==> config.mk <==
export PLATFORM = sky130hd
export DESIGN_NAME = bytebus_decoder
export DESIGN_NICKNAME = d
export VERILOG_FILES = /design/src/rtl/bytebus_decoder.sv
export SDC_FILE = /design/constraint.sdc
export NUM_CORES = 1
export LEC_CHECK = 0
export BUFFER_PORTS_ARGS = -buffer_cell sky130_fd_sc_hd__buf_2
export CAP_MARGIN = 15
export CORE_MARGIN = 1.5
export CORE_UTILIZATION = 44
export CTS_BUF_LIST = sky130_fd_sc_hd__clkbuf_2
export DETAILED_ROUTE_END_ITERATION = 12
export PLACE_DENSITY = 0.75
export SLEW_MARGIN = 20
export SYNTH_ARGS = -nofsm -noshare
export SYNTH_HDL_FRONTEND = slang
export SYNTH_SLANG_ARGS = --single-unit
==> constraint.sdc <==
create_clock -name clk -period 2.6 [get_ports clk]
set_clock_uncertainty 0.2 [all_clocks]
set_input_delay 0.13 -clock clk [delete_from_list [all_inputs] [get_ports clk]]
set_output_delay 0.13 -clock clk [all_outputs]
set_load 0.02 [all_outputs]
==> src/rtl/bytebus_decoder.sv <==
module bytebus_decoder #(
  parameter int AW = 16,
  parameter int GRAN_W = 11,
  localparam int LW = AW + 1,
  localparam int PW = LW - GRAN_W,
  parameter int PART_RESET = 16
) (
  input  logic          clk,
  input  logic          rst_n,
  input  logic [AW-1:0] addr,
  input  logic          data_sel,
  input  logic          rd,
  input  logic          wr,
  input  logic          size_sel,
  input  logic          pes,
  input  logic          part_load,
  input  logic [PW-1:0] part_in,
  input  logic          backup,
  input  logic          pwr_fail,
  output logic [3:0]    ce_n,
  output logic          ce1_raw_n,
  output logic [3:0]    pe_n,
  output logic          rw_n
);

  logic [PW-1:0] part_q;
  logic [LW-1:0] base, lin;
  logic [1:0]    top;
  logic          req, is_pe, is_mem, wr_ok;
  logic [3:0]    ce_d, pe_d;

  always_ff @(posedge clk or negedge rst_n)
    if (!rst_n)         part_q <= PW'(PART_RESET);
    else if (part_load) part_q <= part_in;

  assign base   = {part_q, {GRAN_W{1'b0}}};
  assign lin    = data_sel ? base + {1'b0, addr} : {1'b0, addr};
  assign top    = lin[LW-1:LW-2];
  assign req    = (rd | wr) & ~pwr_fail;
  assign is_pe  = req & data_sel & pes;
  assign is_mem = req & ~(data_sel & pes);
  assign wr_ok  = wr & ~pwr_fail & data_sel & (pes | (lin >= base));

  for (genvar i = 0; i < 4; i++) begin : g_pe
    assign pe_d[i] = ~(is_pe && addr[AW-1:AW-2] == 2'(i));
  end

  always_comb begin
    if (size_sel) begin
      for (int i = 0; i < 4; i++)
        ce_d[i] = ~(is_mem && top == 2'(i));
    end else begin
      ce_d[0] = ~is_mem;
      ce_d[1] = is_mem ? lin[LW-1] : 1'b1;
      ce_d[2] = is_mem ? lin[LW-2] : 1'b1;
      ce_d[3] = 1'b1;
    end
  end

  always_ff @(posedge clk or negedge rst_n)
    if (!rst_n) begin
      ce_n      <= '1;
      ce1_raw_n <= 1'b1;
      pe_n      <= '1;
      rw_n      <= 1'b1;
    end else begin
      ce_n      <= backup ? 4'hF : ce_d;
      ce1_raw_n <= ce_d[0];
      pe_n      <= {pe_d[3:2], backup ? 2'b11 : pe_d[1:0]};
      rw_n      <= ~wr_ok;
    end

endmodule


## Yosys cells after proc, flatten, opt, wreduce, memory -nomap -nowiden

Cells that the tools add are included.

- Logic and storage cells: 51
- Output and inout bits: 10
- Bits in registers: 16
- Input port bits: 32

- Reduce and logical (&&, ||, !) cells: 10
- Add/sub/neg operators: 1
- Order comparisons: 1
- Bitwise operators: 22
- Eq/ne operators: 6
- Mux-type cells: 6

Operator list:

| operator | count |
|---|---|
| $add 17x16->17 | 1 |
| $ge 17x17->1 | 1 |
| $mux 17 | 1 |
| $not 1->1 | 12 |
| $and 1x1->1 | 8 |
| $eq 2x2->1 const B | 4 |
| $logic_and 1x1->1 | 8 |
| $mux 4 | 2 |
| $eq 2x1->1 const B | 2 |
| $logic_not 2->1 | 2 |
| $mux 1 | 2 |
| $mux 2 | 1 |
| $or 1x1->1 | 2 |

## Logic depth before layout (Yosys ltp)

- Word-level depth: 7
- Gate-level depth with buffers: 10
- Mapped depth without buffers: 10

## Worst setup path before layout

Ideal clock, no wire load.

- Path type: flip-flop to flip-flop
- Start: reg part_q[0]
- End: reg rw_n
- Required time: 2.328 ns
- Period minus slack after synthesis: 2.549 ns
- Buffers on the path: 0
- Setup time: 0.072 ns
- Setup slack: 0.051 ns
- Arrival: 2.277 ns
- Cell stages (with the launch flop): 11
- Path through: dfrtp_1 ha_1 fa_1 a21o_1 a2111o_1 and3_1 inv_1 ha_1 nand3_1 o22ai_1 o21ai_1

- Cells in the longest elaborated chain, start to end: 6

RTL lines:

| item | RTL line | source |
|---|---|---|
| start: declaration | 26 | `logic [PW-1:0] part_q;` |
| start signal: assignment | 33 | `if (!rst_n) part_q <= PW'(PART_RESET);` |
| start signal: assignment | 34 | `else if (part_load) part_q <= part_in;` |
| $add 17x16->17 | 37 | `assign lin = data_sel ? base + {1'b0, addr} : {1'b0, addr};` |
| $mux 17 | 37 |  |
| $ge 17x17->1 (*) | 42 | `assign wr_ok = wr & ~pwr_fail & data_sel & (pes \| (lin >= base));` |
| $or 1x1->1 (*) | 42 |  |
| $and 1x1->1 (*) | 42 |  |
| $not 1->1 (*) | 70 | `rw_n <= ~wr_ok;` |
| end signal: assignment | 70 |  |
| end: declaration | 23 | `output logic rw_n` |

Every way passes the cells marked *; elsewhere a longest branch is shown, timed or not.
A chain may end at the register's enable or synchronous reset.

## Worst setup path after layout

Ends and elaborated chain as after synthesis.

==> results list <==
* Unrepaired setup endpoints after global routing: yes
- The final-report hold violation count came to 0.
- STA classifies the critical path startpoint as a register.
- For this run, global-route usage on met1 was measured as 24.0%.
- Top cells by instance count after synthesis: sky130_fd_sc_hd__nand2_1, sky130_fd_sc_hd__dfstp_2, sky130_fd_sc_hd__ha_1
- Data arrives at the worst endpoint at 2.58 ns.
- Routed wirelength normalized by instance count: roughly 13 um
* Chip Height: ~50 um
* Post-synthesis sequential area ratio: approximately 40%
- The region available for standard cell placement spans ~2200 um2.
- Die footprint: around 2600 um2
- In the synthesized netlist the async set-or-reset flop fraction comes to between 90% and 100%.
- For this run, global-route usage on met2 was measured as between 40% and 50%.
* Vias in the first global route: roughly 1100
* Global-route wire length before repair: 4.53 mm
- Setup violations remaining at the end of the flow were counted as 0.
- Most repeated cell in the gate-level netlist after synthesis: sky130_fd_sc_hd__nand2_1
* Final GP Congestion: 0.809
- Initial antenna violation count: 0
- For the worst setup path, the data required time is roughly 2.6 ns.
* Largest fanout on the critical path: 2
* Syn Inst Count: ~110
- Nets@finish: 228
* Worst slew margin: between 60% and 70%
* Share of Yosys cell area claimed by the top area cell type: about 28%
- Per report_power, the clock group accounts for about 17% of the total.
* Clk sink count: 16
* Synth Warn #: 0
- Dominant combinational cell family by area after synthesis: simple AND/OR/NAND/NOR gates
* Switching share of total power: 32.5%
* Mux share of post-synthesis cell area: roughly 3.2%
* EDFF count, synth: 0
- The most numerous cell type found on the critical path is sky130_fd_sc_hd__ha_4.
- Buffers inserted during clock tree synthesis total 3.
- The count of nets left with antenna violations once routing finished came out at 0.
- Cell area after synthesis: 1030 um2
* Clock root buffer: sky130_fd_sc_hd__clkbuf_2
- In this run the count of I/O pins placed on the die edge is between 40 and 50.
* Total grt overflow: 0
- The floorplan has 17 rows.
* CP peak stage delay: 0.45 ns
* Slowest cell on the critical path: sky130_fd_sc_hd__dfrtp_1
* Maximum number of pins on one net before global-route repair: 17
- Combinational cell fraction of total power: between 30% and 40%
- HPWL reported at the end of detailed placement: slightly below 2 mm
* Max-cap violation count: 0
* Starting density of the core: between 40% and 50%
* Floorplan die width: about 50 um
* Residual DRC count: 0
- Register bit total from synthesis: 16
- Synthesized area per cell: about 9.6 um2
* Total instance count after detailed placement: 178
- Clock-pin slew on the worst setup and hold paths: approximately 0.15 ns
- In this run the static leakage power is 0.740 nW.
* CP Capture Type: register
- For this design the ratio of total power to cell area is roughly 400 nW/um2.
* Fmax achieved: 394 MHz
- For this block, the routed nets add up to 2.82 mm of wire.
* Area share of and/or/nand/nor cells after synthesis: about a fifth
- Result of the run: complete, no violations
- Fraction of synthesized cell area in xor and xnor cells: 0.848%
* Total track usage: 23.0%
* Share of the clock period used by the worst path after layout: between 90% and 100%
- Cell type contributing the most total cell area after synthesis: sky130_fd_sc_hd__dfstp_2
* Synth Area in Compound Gates: a little under a fifth
- Register share of total power: roughly 43%
- First-pass iteration count of the detailed router: 4
- Number of port buffers: approximately 40
- TritonCTS built the clock tree.
- Count of unique library cells instantiated by Yosys: 36
- The worst setup path is of the register to register kind.
- In the final layout, the share of cells above drive strength 1 is about two fifths.
- Cell types occupying the most area after synthesis: sky130_fd_sc_hd__dfstp_2, sky130_fd_sc_hd__dfrtp_1, sky130_fd_sc_hd__ha_1
* Area added between synthesis and finish: 59.8%
- Walking the worst path, the cells encountered are ha_4 -> fa_2 -> a21o_1 -> a2111o_1 -> and3_4 -> inv_4 -> ha_4 -> nand3_2 -> o22ai_1 -> o21ai_1.
- CP delay by family, top: adder cells
- Classification of the worst-slack hold path: input pin to register
- After the first detailed-routing iteration, the DRC count stood at 21.
- For the worst-skew pair, the clock arrives at the later sink with an insertion delay of between 0.2 and 0.3 ns.
* Max Buffers Root-to-Sink: 2
* Share of synthesized cell area in full adder, half adder and majority cells: between 10% and 20%
- Once layout is complete, the cells apart from fillers number approximately 210.
- Top FF cell, synth: sky130_fd_sc_hd__dfstp_2
- After layout, the minimum clock period comes to approximately 2.5 ns.
* Max-slew violation count: 0
- CTS H-tree depth: 1
- Pre-CTS setup slack: -0.0481 ns
- Internal: between 0.0004 and 0.0005 W
- For met3 alone, demand over resource in global routing was around 2.6%.
- Together, buffers and inverters on the worst path number 1.
* Via count of the routed design: around 1100
* Busiest metal layer after global routing: met2
- For the pin with the worst max-slew slack, the measured transition is about 0.5 ns.
- Peak ir drop on the vdd network: ~0.26 mV
- Number of nets produced by synthesis: 150
- Switch Pwr: around 0.00021 W
- Total inserted antenna cells: 0
- Using the TritonRoute via totals, the vias-per-cell ratio works out to between 5 and 6.
* Least setup slack across all paths after layout: around 0.064 ns
==> flip-flops by register name, indices dropped and copies added (netlist names) <==
name       cells
ce1_raw_n      1
ce_n           4
part_q         6
pe_n           4
rw_n           1
==> final timing paths <==
kind                                              end                   from  cells past startpoint  slack [ns]
worst max-delay path                   rw_n$_DFF_PN1_  part_q[0]$_DFFE_PN0P_                     10        0.06
worst min-delay path            part_q[0]$_DFFE_PN0P_              part_load                      2      0.0009
worst max register to register         rw_n$_DFF_PN1_  part_q[0]$_DFFE_PN0P_                     10        0.06
worst min register to register  part_q[0]$_DFFE_PN0P_  part_q[0]$_DFFE_PN0P_                      2        0.53
max in group asynchronous       part_q[4]$_DFFE_PN1P_                  rst_n                      2        1.86
min in group asynchronous       part_q[2]$_DFFE_PN0P_                  rst_n                      2        0.04
==> logic make-up after synthesis <==
logic type / count (synthesis)
AO/OA/AOI/OAI: 27
XOR/XNOR: 1
adder cells (fa/ha/maj): 11
buffers and inverters: 11
flip-flops: 16
multiplexers: 3
AND/OR/NAND/NOR: 38
==> power groups by stage <==
stage                     Sequential, W  Clock, W  Combinational (W)
final                          0.000277  0.000112           0.000258
after global placement         0.000279         0           0.000189
after detailed placement       0.000280         0           0.000197
after global routing           0.000279  0.000126           0.000288
after CTS                      0.000276  0.000115           0.000233
after floorplan                0.000286         0           0.000114
==> layout by cell type, fill, tap and decap left out, types with 2 or more instances in the layout <==
cell type	instances
sky130_fd_sc_hd__ha_4	2
sky130_fd_sc_hd__dlygate4sd3_1	28
sky130_fd_sc_hd__dfstp_2	11
sky130_fd_sc_hd__inv_1	8
sky130_fd_sc_hd__nand3_1	4
sky130_fd_sc_hd__buf_2	41
sky130_fd_sc_hd__dfrtp_1	5
sky130_fd_sc_hd__nor2_1	6
sky130_fd_sc_hd__o21ai_0	7
sky130_fd_sc_hd__a211oi_1	3
sky130_fd_sc_hd__nand2_1	13
sky130_fd_sc_hd__buf_4	6
sky130_fd_sc_hd__a21o_1	2
sky130_fd_sc_hd__or4_1	2
sky130_fd_sc_hd__o21ai_1	2
sky130_fd_sc_hd__nand4_1	3
sky130_fd_sc_hd__clkbuf_2	3
sky130_fd_sc_hd__a21oi_1	4
sky130_fd_sc_hd__ha_1	8
sky130_fd_sc_hd__nor2b_1	2
sky130_fd_sc_hd__mux2_2	2
==> through the flow <==
stage               area (um2)  hold WS, ns  utilization [%]  TNS (ns)  power (W)
floorplan                 1030       -0.366                -         0   0.000400
global placement          1290       -0.148             58.5         0   0.000468
detailed placement        1290       -0.146             58.5   -0.0481   0.000477
CTS                       1600    0.0000476             72.3         0   0.000623
global route              1650       0.0323             74.5   -0.0366   0.000692
finish                    1650     0.000946             74.5         0   0.000647
==> per-layer routing <==
metal | vias to the layer above | part of all wire [%]
li1 | 547 | -
met1 | 532 | 42
met2 | 39 | 52
met3 | 3 | 5.1
met4 | 0 | 0.78
met5 | - | 0
==> area by class of cell <==
| type | count | area, um2 |
|---|---|---|
| sequential | 16 | 414 |
| fill | 176 | 563 |
| clock buffer | 3 | 15.0 |
| clock inverter | 1 | 3.75 |
| tap | 28 | 35.0 |
| multi-input combinational | 80 | 614 |
| inverter | 9 | 36.3 |
| timing repair buffer | 75 | 531 |
==> repair_timing <==
item | 4_1_cts | 5_1_grt
setup endpoints to repair | 1 | 1
gates resized for setup | 2 | 6
pin swaps | 0 | 7
hold buffers | 28 | 0
hold endpoints to repair | 32 | 0
buffers inserted | 0 | 2
No activity file was read; power rests on OpenSTA's default activity.
